===== src/rtl/mboxPkg.sv =====
package mboxPkg;
  localparam int NUM_XFER = 4;

  // One bit per transfer kind; used for both active levels and completion events
  typedef struct packed {
    logic hostWr;
    logic hostRd;
    logic ctlWr;
    logic ctlRd;
  } xfer_t;

  // Strobes from control to datapath
  typedef struct packed {
    logic capHost;  // track hostDin while a host write is active
    logic capCtl;   // track ctlDin while a controller write is active
    logic loadIn;   // commit captured host byte to inbound mailbox
    logic loadOut;  // commit captured controller byte to outbound mailbox
  } dpStrobe_t;
endpackage


===== src/rtl/mboxStrobeDecode.sv =====
module mboxStrobeDecode
  import mboxPkg::*;
(
  input  logic  clk,
  input  logic  rstN,
  input  logic  hostRwMode,
  input  logic  hostCsN,
  input  logic  hostRdN,
  input  logic  hostWrN,
  input  logic  hostRwN,
  input  logic  ctlCs,
  input  logic  ctlRdN,
  input  logic  ctlWrN,
  output xfer_t actLvl,
  output xfer_t evt
);
  logic                hostSel;
  logic [NUM_XFER-1:0] actVec;
  logic [NUM_XFER-1:0] actQ;
  logic [NUM_XFER-1:0] evtVec;

  always_comb begin
    hostSel = !hostCsN;
    if (hostRwMode) begin
      actLvl.hostWr = hostSel && !hostRwN;
      actLvl.hostRd = hostSel && hostRwN;
    end else begin
      actLvl.hostWr = hostSel && !hostWrN;
      actLvl.hostRd = hostSel && !hostRdN;
    end
    actLvl.ctlWr = ctlCs && !ctlWrN;
    actLvl.ctlRd = ctlCs && !ctlRdN;
  end

  assign actVec = actLvl;

  // Trailing-edge detector per transfer kind
  for (genvar i = 0; i < NUM_XFER; i++) begin : g_edge
    always_ff @(posedge clk or negedge rstN) begin
      if (!rstN) actQ[i] <= 1'b0;
      else       actQ[i] <= actVec[i];
    end
    assign evtVec[i] = actQ[i] && !actVec[i];

    // a completion event can never repeat on consecutive cycles
    a_r12_single_event: assert property (@(posedge clk) disable iff (!rstN)
      evtVec[i] |=> !evtVec[i]);
  end

  assign evt = evtVec;
endmodule


===== src/rtl/mboxControl.sv =====
module mboxControl
  import mboxPkg::*;
(
  input  logic      clk,
  input  logic      rstN,
  input  xfer_t     actLvl,
  input  xfer_t     evt,
  output logic      inFull,
  output logic      outFull,
  output logic      errN,
  output dpStrobe_t st
);
  logic inAccept, outAccept, inOver, outOver;

  always_comb begin
    inAccept  = evt.hostWr && (!inFull  || evt.ctlRd);
    outAccept = evt.ctlWr  && (!outFull || evt.hostRd);
    inOver    = evt.hostWr && inFull  && !evt.ctlRd;
    outOver   = evt.ctlWr  && outFull && !evt.hostRd;
    st.capHost = actLvl.hostWr;
    st.capCtl  = actLvl.ctlWr;
    st.loadIn  = inAccept;
    st.loadOut = outAccept;
  end

  always_ff @(posedge clk or negedge rstN) begin
    if (!rstN) begin
      inFull  <= 1'b0;
      outFull <= 1'b0;
      errN    <= 1'b1;
    end else begin
      if (inAccept)       inFull <= 1'b1;
      else if (evt.ctlRd) inFull <= 1'b0;
      if (outAccept)       outFull <= 1'b1;
      else if (evt.hostRd) outFull <= 1'b0;
      if (inOver || outOver) errN <= 1'b0;
    end
  end

  a_r5_write_fills_in: assert property (@(posedge clk) disable iff (!rstN)
    evt.hostWr |=> inFull);
  a_r6_read_empties_in: assert property (@(posedge clk) disable iff (!rstN)
    (evt.ctlRd && !evt.hostWr) |=> !inFull);
  a_r7_write_fills_out: assert property (@(posedge clk) disable iff (!rstN)
    evt.ctlWr |=> outFull);
  a_r8_read_empties_out: assert property (@(posedge clk) disable iff (!rstN)
    (evt.hostRd && !evt.ctlWr) |=> !outFull);
  a_r10_error_sticky: assert property (@(posedge clk) disable iff (!rstN)
    !errN |=> !errN);
  a_r10_overwrite_flags: assert property (@(posedge clk) disable iff (!rstN)
    ((evt.hostWr && inFull && !evt.ctlRd) || (evt.ctlWr && outFull && !evt.hostRd)) |=> !errN);
  a_r11_same_cycle_ok: assert property (@(posedge clk) disable iff (!rstN)
    (errN && evt.hostWr && evt.ctlRd && !evt.ctlWr) |=> errN);
endmodule


===== src/rtl/mboxData.sv =====
module mboxData
  import mboxPkg::*;
#(
  parameter int DATA_W = 8
) (
  input  logic              clk,
  input  logic              rstN,
  input  dpStrobe_t         st,
  input  logic [DATA_W-1:0] hostDin,
  input  logic [DATA_W-1:0] ctlDin,
  output logic [DATA_W-1:0] inByte,
  output logic [DATA_W-1:0] outByte
);
  logic [DATA_W-1:0] hostCap, ctlCap;

  always_ff @(posedge clk or negedge rstN) begin
    if (!rstN) begin
      hostCap <= '0;
      ctlCap  <= '0;
      inByte  <= '0;
      outByte <= '0;
    end else begin
      if (st.capHost) hostCap <= hostDin;
      if (st.capCtl)  ctlCap  <= ctlDin;
      if (st.loadIn)  inByte  <= hostCap;
      if (st.loadOut) outByte <= ctlCap;
    end
  end

  // mailbox bytes move only on an accepted load
  a_r10_in_held: assert property (@(posedge clk) disable iff (!rstN)
    !st.loadIn |=> $stable(inByte));
  a_r10_out_held: assert property (@(posedge clk) disable iff (!rstN)
    !st.loadOut |=> $stable(outByte));
endmodule


===== src/rtl/hostMailboxBridge.sv =====
module hostMailboxBridge
  import mboxPkg::*;
#(
  parameter int DATA_W = 8
) (
  input  logic              clk,
  input  logic              rstN,
  input  logic              hostRwMode,
  input  logic              hostCsN,
  input  logic              hostRdN,
  input  logic              hostWrN,
  input  logic              hostRwN,
  input  logic [DATA_W-1:0] hostDin,
  output logic [DATA_W-1:0] hostDout,
  output logic              hostOutEmpty,
  output logic              hostInFull,
  input  logic              ctlCs,
  input  logic              ctlRdN,
  input  logic              ctlWrN,
  input  logic [DATA_W-1:0] ctlDin,
  output logic [DATA_W-1:0] ctlDout,
  output logic              ctlInFull,
  output logic              ctlOutEmpty,
  output logic              errN
);
  xfer_t     actLvl, evt;
  dpStrobe_t st;
  logic      inFull, outFull;

  mboxStrobeDecode u_decode (
    .clk(clk), .rstN(rstN), .hostRwMode(hostRwMode),
    .hostCsN(hostCsN), .hostRdN(hostRdN), .hostWrN(hostWrN), .hostRwN(hostRwN),
    .ctlCs(ctlCs), .ctlRdN(ctlRdN), .ctlWrN(ctlWrN),
    .actLvl(actLvl), .evt(evt)
  );

  mboxControl u_ctrl (
    .clk(clk), .rstN(rstN), .actLvl(actLvl), .evt(evt),
    .inFull(inFull), .outFull(outFull), .errN(errN), .st(st)
  );

  mboxData #(.DATA_W(DATA_W)) u_data (
    .clk(clk), .rstN(rstN), .st(st),
    .hostDin(hostDin), .ctlDin(ctlDin),
    .inByte(ctlDout), .outByte(hostDout)
  );

  assign ctlInFull    = inFull;
  assign hostOutEmpty = !inFull;
  assign hostInFull   = outFull;
  assign ctlOutEmpty  = !outFull;
endmodule


===== config.mk =====
export PLATFORM = sky130hd
export DESIGN_NAME = hostMailboxBridge
export DESIGN_NICKNAME = d
export VERILOG_FILES = /design/src/rtl/mboxPkg.sv /design/src/rtl/mboxStrobeDecode.sv /design/src/rtl/mboxControl.sv /design/src/rtl/mboxData.sv /design/src/rtl/hostMailboxBridge.sv
export SDC_FILE = /design/constraint.sdc
export NUM_CORES = 1
export LEC_CHECK = 0
export BUFFER_PORTS_ARGS = -buffer_cell sky130_fd_sc_hd__clkbuf_2
export CORE_AREA = 2 2 70 52
export CTS_BUF_LIST = sky130_fd_sc_hd__clkbuf_4 sky130_fd_sc_hd__clkbuf_8
export DETAILED_ROUTE_END_ITERATION = 7
export DIE_AREA = 0 0 72 54
export GPL_TIMING_DRIVEN = 1
export PLACE_DENSITY = 0.84
export SLEW_MARGIN = 20
export SYNTH_ARGS = -nofsm -noshare
export SYNTH_HDL_FRONTEND = slang
export SYNTH_SLANG_ARGS = --single-unit

===== constraint.sdc =====
create_clock -name clk -period 3.3 [get_ports clk]
set_input_delay 0.165 -clock clk [delete_from_list [all_inputs] [get_ports clk]]
set_output_delay 0.165 -clock clk [all_outputs]
set_load 0.03 [all_outputs]

==> metrics.yaml, run 1 <==
status: "complete, no violations"
hold_buffers: 0
totalWireLength_um: 2620
hp-class: "primary input to asynchronous set/reset pin"
pre_cts_ws_ps: 1360
cts_made_buffers: 5
core_um2: 3310
grt_start_max_net_pins: 40
criticalPathCategory: "flip-flop to flip-flop"
drv_slew: 0
final_core_util_pct: 57.5
ys_warn_count: 0
numPortBuffers: 46
slew_headroom_pct: 37.5
synth-seq-cells: 39
cts_tree: "built"
h-tree-depth: 2
cts_sinks: 39
tightest_slew_ps: 938
postSynthCellCount: 94
fp-row-count: 18
nNetsFinal: 171
synth_nets: 120
period_minus_slack_ps: 1720
fin_total_pwr_mw: 1.46
rsz0062_at_grt: "false"
seq_area_frac_synth_pct: 63.1
final_common_cell: "clkbuf_2"
wl_per_cell_um: 14.1
fin_ws_ps: 1580
required_ps: 3470
yosysTopAreaCellShare_pct: 61.4
start_util_pct: 46.7
viasPerCell: 4.91
dp_hpwl_um: 1980
cts_root_buf: "clkbuf_8"
postCtsSetupRepairBufs: 0
drive_gt1_share_pct: 64.4
path_max_fanout: 8
grtUsageTotal_pct: 14.7
synthTopCellsByArea: "dfrtp_1 61%, mux2_2 17%, mux2_4 7.8%"
setup_viol: 0
vdd_drop_max_uv: 357
p_per_area_nw_per_um2: 766
mostFrequentLayoutCells: "46 x clkbuf_2, 38 x dfrtp_1, 24 x mux2_2"
clk_pin_slew_worst_paths_ps: 70
crit_path_start_kind: "flip-flop"
diodes: 0
clock_path_buffers: 2
grt_pass1_wl_um: 4120
synth_top_area_cell: "dfrtp_1"
grt_pass1_vias: 904
die_area_um2: 3890
cpPeakStageDelay_ps: 560
vias: 914
clock_latency_ps: 290
slowest_stage: "and3b_1"
max_cap_violations: 0
antenna_found_initial: 0
die_w_um: 72
drc: 0
clock.fmax_ghz: 0.582
place_congestion: 0.701
finClkSkew_ps: 5.96
syn2layout_area_growth_pct: 23.0
arrival_ps: 1890
drtIter0Drc: 25
setup_tns_ps: 0
ant_nets: 0
die_h_um: 54
cts_resized: 0
r2r_slack_ps: 1580
syn_area_um2: 1550
p_leak_nw: 0.929
dr.pass1.iters: 4
post-route-period-util_pct: 52.0
hold_viol_final: 0
cp-end-kind: "flip-flop"
post_synth_num_cell_types: 19
pin_count: 47
crit_chain: "inv_1 > o21ai_0 > and3b_1 > mux2_4"
syn_area_per_cell_um2: 16.5
grt_overflow_total: 0
## kinds of logic (layout without fill, tap and decap cells)
| family | count (synthesis) | count (layout) | share of synthesized area, % |
|---|---|---|---|
| multiplexers | 32 | 32 | 25.2 |
| buffers and inverters | 6 | 58 | 2.10 |
| flip-flops | 39 | 39 | 63.1 |
| AND/OR/NAND/NOR | 12 | 12 | 5.42 |
| AO/OA/AOI/OAI | 5 | 5 | 4.12 |
## worst paths after layout
kind / from / endpoint / depth (start not counted)
min in group clk: ctlRdN / u_decode.actQ[0]$_DFF_PN0_ / 2
min reg2reg: u_ctrl.errN$_DFFE_PN1P_ / u_ctrl.errN$_DFFE_PN1P_ / 1
max reg2reg: u_decode.actQ[0]$_DFF_PN0_ / u_data.inByte[3]$_DFFE_PN0P_ / 4
max: u_decode.actQ[0]$_DFF_PN0_ / u_data.inByte[3]$_DFFE_PN0P_ / 4
max in group asynchronous: rstN / u_data.hostCap[6]$_DFFE_PN0P_ / 1
min: rstN / u_data.outByte[0]$_DFFE_PN0P_ / 1
## power breakdown
part | switching (mW) | internal [mW]
logic | 0.282 | 0.193
registers | 0.0716 | 0.600
clock network | 0.155 | 0.156
## stage by stage
| step | hold slack [ps] | instances | cell area (µm²) |
|---|---|---|---|
| CTS | 26.9 | 186 | 1900 |
| global placement | 324 | 178 | 1810 |
| detailed placement | 336 | 178 | 1810 |
| global route | 29.5 | 186 | 1900 |
| finish | 10.6 | 186 | 1900 |
| floorplan | -131 | 94 | 1550 |
## worst max-delay path, delay by kind of cell, from the launching register on
family,cells,cell delay (ps)
simple gates,1,560
mux,1,340
flops,1,330
compound gates,1,330
buf+inv,1,30
## state kept, by name, indices dropped and copies added, names as in the netlist
| register | count |
|---|---|
| u_ctrl.outFull | 1 |
| u_ctrl.inFull | 1 |
| u_data.hostCap | 8 |
| u_data.ctlCap | 8 |
| u_decode.actQ | 4 |
| u_data.inByte | 8 |
| u_data.outByte | 8 |
| u_ctrl.errN | 1 |
## Yosys cell counts (all sizes together)
cell type and number:
a21oi 1, and2b 1, and3b 1, buf 3
dfrtp 38, dfstp 1, inv 3, mux2 32
nand2 3, nand2b 2, nor2 1, nor2b 3
nor3 1, o21ai 1, o21ba 1, o221a 1
o31ai 1
## final cells by class
type / instances / area, µm²
fillers: 265 / 1410
multi-input cells: 49 / 538
flip-flops and latches: 39 / 977
inverters: 3 / 11.3
clock inverters: 2 / 12.5
repair buffers: 47 / 238
well taps: 40 / 50.0
clock buffers: 6 / 76.3
## metal layers
layer,vias up,wire (µm),track usage [%]
li1,425,-,-
met1,465,1030,17.4
met2,19,1440,24.8
met3,5,111,4.68
met4,0,44,7.23
met5,-,0,0
Power figures use the tool's default switching activity.
==> run 2: changes to the inputs <==
==> constraint.sdc (replaced) <==
create_clock -name clk -period 1.6 [get_ports clk]
set_input_delay 0.08 -clock clk [delete_from_list [all_inputs] [get_ports clk]]
set_output_delay 0.08 -clock clk [all_outputs]
set_load 0.03 [all_outputs]
==> metrics.yaml, run 2 (synthesized netlist as in run 1, its figures left out) <==
status: "complete, no violations"  # unchanged
dp_hpwl_um: 2060  # was 1980 µm
crit_family: "buffers and inverters"  # was simple AND/OR/NAND/NOR gates
drc: 0  # unchanged
arrival_ps: 1680  # was 1890 ps
viasPerCell: 4.76  # was 4.91
start_util_pct: 46.7  # unchanged
wl_per_cell_um: 14.1  # about the same
die_w_um: 72  # unchanged
grt_pass1_vias: 933  # was 904
drtIter0Drc: 32  # was 25
cts_root_buf: "clkbuf_8"  # unchanged
clock_path_buffers: 2  # unchanged
die_h_um: 54  # unchanged
cp-end-kind: "flip-flop"  # unchanged
cts_resized: 0  # unchanged
crit_chain: "dlygate4sd3_1 > clkbuf_2 > nor2b_1 > o21ai_0 > and3b_1 > buf_12 > mux2_4"  # was inv_1 > o21ai_0 > and3b_1 > mux2_4
drv_slew: 0  # unchanged
antenna_found_initial: 0  # unchanged
fp-row-count: 18  # unchanged
cts_sinks: 39  # unchanged
fin_total_pwr_mw: 3.02  # was 1.46 mW
core_um2: 3310  # unchanged
setup_viol: 0  # unchanged
final_common_cell: "clkbuf_2"  # unchanged
max_cap_violations: 0  # unchanged
grtUsageTotal_pct: 14.8  # was 14.7%
cts_tree: "built"  # unchanged
hold_viol_final: 0  # unchanged
r2r_slack_ps: 200  # was 1580 ps
setup_tns_ps: 0  # unchanged
p_per_area_nw_per_um2: 1540  # was 766 nW/µm²
rsz0062_at_grt: "false"  # unchanged
grt_overflow_total: 0  # unchanged
clock.fmax_ghz: 0.655
pin_count: 47  # unchanged
die_area_um2: 3890  # unchanged
place_congestion: 0.735  # was 0.701
ant_nets: 0  # unchanged
finClkSkew_ps: 6.66  # was 5.96 ps
totalWireLength_um: 2700  # was 2620 µm
dr.pass1.iters: 4  # unchanged
grt_start_max_net_pins: 21  # was 40
nNetsFinal: 177  # was 171
path_max_fanout: 8  # unchanged
place_area_um2: 1860  # was 1810 µm²
vias: 913  # was 914
crit_path_start_kind: "primary input"  # was flip-flop
clk_pin_slew_worst_paths_ps: 70  # about the same
slew_headroom_pct: 67.9  # was 37.5%
cpPeakStageDelay_ps: 530  # was 560 ps
numPortBuffers: 46  # unchanged
drive_gt1_share_pct: 64.5  # was 64.4%
syn2layout_area_growth_pct: 27.0  # was 23.0%
postCtsSetupRepairBufs: 0  # unchanged
vdd_drop_max_uv: 685  # was 357 µV
tightest_slew_ps: 481  # was 938 ps
hp-class: "primary input to flip-flop"  # was primary input to asynchronous set/reset pin
slowest_stage: "dlygate4sd3_1"  # was and3b_1
post-route-period-util_pct: 95.4
diodes: 0  # unchanged
mostFrequentLayoutCells: "46 x clkbuf_2, 38 x dfrtp_1, 24 x mux2_2"  # unchanged
cts_made_buffers: 5  # unchanged
criticalPathCategory: "primary input to flip-flop"  # was flip-flop to flip-flop
clock_latency_ps: 280  # was 290 ps
h-tree-depth: 2  # unchanged
crit_buf_inv: 3  # was 1
period_minus_slack_ps: 1530
final_area_um2: 1970  # was 1900 µm²
p_leak_nw: 0.964  # was 0.929 nW
hold_buffers: 2  # was 0
final_core_util_pct: 59.4  # was 57.5%
grt_pass1_wl_um: 4240  # was 4120 µm
required_ps: 1760  # was 3470 ps
run 2: stage by stage:
stage	std cells	hold WS (ps)	setup slack [ps]
2_1_floorplan	94	-216	167
5_1_grt	192	23.7	45.9
4_1_cts	192	22.6	82.2
6_report	192	31.6	73.1
3_3_place_gp	182	41.3	197
3_5_place_dp	182	55.6	149
run 2: layer usage:
layer  global-route usage [%]  vias to the layer above  wire, µm
li1                         -                      436         -
met1                     18.6                      457      1110
met2                     25.5                       18      1470
met3                     3.56                        2        93
met4                     5.66                        0        19
met5                        0                        -         0
run 2: worst paths after layout:
path | from | end | cells after the start
worst max-delay path | ctlRdN | u_data.inByte[1]$_DFFE_PN0P_ | 7
worst min-delay path | ctlDin[0] | u_data.ctlCap[0]$_DFFE_PN0P_ | 2
worst max register to register | u_decode.actQ[0]$_DFF_PN0_ | u_data.inByte[1]$_DFFE_PN0P_ | 5
worst min register to register | u_ctrl.errN$_DFFE_PN1P_ | u_ctrl.errN$_DFFE_PN1P_ | 1
max in group asynchronous | rstN | u_data.inByte[4]$_DFFE_PN0P_ | 3
min in group asynchronous | rstN | u_data.ctlCap[0]$_DFFE_PN0P_ | 2
run 2: cell type report:
type,count,area (µm²)
Clock buffer,7,83.8
Clock inverter,1,5.00
Fill cell,267,1350
Inverter,3,11.3
Multi-Input combinational cell,49,538
Sequential cell,39,977
Tap cell,40,50.0
Timing Repair Buffer,53,300
run 2: power breakdown:
| group | switching (mW) | total, mW | internal (mW) | leakage [nW] |
|---|---|---|---|---|
| combinational | 0.590 | 1.01 | 0.416 | 0.452 |
| sequential | 0.150 | 1.39 | 1.24 | 0.464 |
| clock | 0.289 | 0.628 | 0.339 | 0.0491 |
==> run 3: changes to the inputs <==
==> constraint.sdc (replaced) <==
create_clock -name clk -period 1.6 [get_ports clk]
set_input_delay 0 -clock clk [delete_from_list [all_inputs] [get_ports clk]]
set_output_delay 0 -clock clk [all_outputs]
set_load 0.03 [all_outputs]
==> metrics.yaml, run 3 (synthesized netlist as in run 1, its figures left out) <==
setup_viol: 0  # unchanged
reg2reg_depth: 5  # unchanged
p_per_area_nw_per_um2: 1510  # was 1540 nW/µm²
ant_nets: 0  # unchanged
wl_per_cell_um: 14.1  # about the same
mostFrequentLayoutCells: "46 x clkbuf_2, 38 x dfrtp_1, 24 x mux2_2"  # unchanged
clk_pin_slew_worst_paths_ps: 80  # was 70 ps
h-tree-depth: 2  # unchanged
arrival_ps: 1660  # was 1680 ps
die_h_um: 54  # unchanged
hp-class: "primary input to flip-flop"  # unchanged
crit_cells: 7  # unchanged
regToRegEndpoint: "u_data.inByte[2]$_DFFE_PN0P_"  # was u_data.inByte[1]$_DFFE_PN0P_
start_util_pct: 46.7  # unchanged
cp-end-kind: "flip-flop"  # unchanged
crit_family: "buffers and inverters"  # unchanged
hold_viol_final: 0  # unchanged
status: "complete, no violations"  # unchanged
clock.fmax_ghz: 0.672  # was 0.655 GHz
die_w_um: 72  # unchanged
slowest_stage: "dlygate4sd3_1"  # unchanged
totalWireLength_um: 2960  # was 2700 µm
drv_slew: 0  # unchanged
drive_gt1_share_pct: 57.4  # was 64.5%
viasPerCell: 4.68  # was 4.76
dp_cells: 181  # was 182
cpPeakStageDelay_ps: 520  # was 530 ps
cp-startpoint: "ctlRdN"  # unchanged
m1WireLength_um: 1250  # was 1110 µm
met3_length_um: 101  # was 93 µm
grt_start_max_net_pins: 25  # was 21
path_max_fanout: 8  # unchanged
crit_path_start_kind: "primary input"  # unchanged
dr.pass1.iters: 4  # unchanged
grt_pass1_vias: 1043  # was 933
whs_ps: 77.3  # was 31.6 ps
cts_root_buf: "clkbuf_8"  # unchanged
vias: 978  # was 913
crit_chain: "dlygate4sd3_1 > clkbuf_2 > nor2b_1 > o21ai_0 > and3b_1 > buf_4 > mux2_4"  # was dlygate4sd3_1 > clkbuf_2 > nor2b_1 > o21ai_0 > and3b_1 > buf_12 > mux2_4
place_congestion: 0.709  # was 0.735
clock_path_buffers: 2  # unchanged
fp-row-count: 18  # unchanged
drtIter0Drc: 42  # was 32
slew_headroom_pct: 74.8  # was 67.9%
diodes: 0  # unchanged
syn2layout_area_growth_pct: 39.2  # was 27.0%
routed-wl-met2_um: 1570  # was 1470 µm
finClkSkew_ps: 7.66  # was 6.66 ps
grtUsageTotal_pct: 17.0  # was 14.8%
r2r_start: "u_decode.actQ[0]$_DFF_PN0_"  # unchanged
routed.top_layer: "met4"  # unchanged
post-route-period-util_pct: 92.9  # was 95.4%
grt_overflow_total: 0  # unchanged
r2r_slack_ps: 120  # was 200 ps
cts_made_buffers: 5  # unchanged
p_leak_nw: 1.05  # was 0.964 nW
final_common_cell: "clkbuf_2"  # unchanged
fin_ws_ps: 113  # was 73.1 ps
crit_buf_inv: 3  # unchanged
setup_tns_ps: 0  # unchanged
rsz0062_at_grt: "false"  # unchanged
cts_sinks: 39  # unchanged
drc: 0  # unchanged
max_cap_violations: 0  # unchanged
criticalPathCategory: "primary input to flip-flop"  # unchanged
vdd_drop_max_uv: 777  # was 685 µV
numPortBuffers: 46  # unchanged
pin_count: 47  # unchanged
finalNonFillerCells: 209  # was 192
nNetsFinal: 194  # was 177
cts_tree: "built"  # unchanged
clock_latency_ps: 290  # was 280 ps
crit_end: "u_data.inByte[2]$_DFFE_PN0P_"  # was u_data.inByte[1]$_DFFE_PN0P_
die_area_um2: 3890  # unchanged
period_minus_slack_ps: 1490  # was 1530 ps
core_um2: 3310  # unchanged
tightest_slew_ps: 377  # was 481 ps
dp_hpwl_um: 2080  # was 2060 µm
required_ps: 1770  # was 1760 ps
antenna_found_initial: 0  # unchanged
pre_cts_ws_ps: 134  # was 149 ps
grt_pass1_wl_um: 4800  # was 4240 µm
postCtsSetupRepairBufs: 0  # unchanged
fin_total_pwr_mw: 3.25  # was 3.02 mW
run 3: cell count changes in the layout (fill, tap and decap cells not counted):
cell	change
dlygate4sd3_1	+18
clkbuf_4	-2
buf_12	-1
bufinv_16	+1
clkbuf_8	+1
run 3: where the power goes:
group          switching, mW  leakage (nW)  internal [mW]
Sequential             0.146         0.464           1.24
Clock                  0.326        0.0612          0.504
Combinational          0.599         0.520          0.436
Total                   1.07          1.05           2.18
run 3: timing repair:
action / in CTS / in global routing
hold endpoints to repair: 33 / 0
resized for setup: 0 / 0
hold buffers: 20 / 0
run 3: layout make-up:
class | instances | area [µm²]
inverter | 3 | 11.3
clock buffer | 6 | 82.6
clock inverter | 2 | 35.0
timing repair buffer | 70 | 460
sequential | 39 | 977
tap | 40 | 50.0
multi-input combinational | 49 | 538
fill | 235 | 1160
run 3: stage by stage:
stage                     util, %  area (µm²)
after global routing         65.1        2150
final                        65.1        2150
after global placement       55.5        1840
after floorplan                 -        1550
after detailed placement     55.5        1840
after CTS                    65.1        2150
run 3: how the worst min path moves through the flow:
stage / startpoint / cells past startpoint / end / slack (ps)
2_1_floorplan: rstN / 0 / u_ctrl.inFull$_DFFE_PN0P_ / -300
3_3_place_gp: rstN / 1 / u_data.ctlCap[0]$_DFFE_PN0P_ / -70
3_5_place_dp: rstN / 1 / u_data.ctlCap[5]$_DFFE_PN0P_ / -60
4_1_cts: ctlWrN / 3 / u_decode.actQ[1]$_DFF_PN0_ / 70
5_1_grt: hostRwMode / 3 / u_decode.actQ[2]$_DFF_PN0_ / 110
6_report: hostRwMode / 3 / u_decode.actQ[2]$_DFF_PN0_ / 80
run 3: tightest hold or removal path, cell delays in order:
cell,delay (ps)
clkbuf_2,100
nor2b_1,70
nor3_1,140
run 3: per-layer routing:
metal | vias up | global-route usage [%]
li1 | 468 | -
met5 | - | 0
met3 | 4 | 4.12
met4 | 0 | 5.66
met1 | 488 | 21.2
met2 | 18 | 29.9
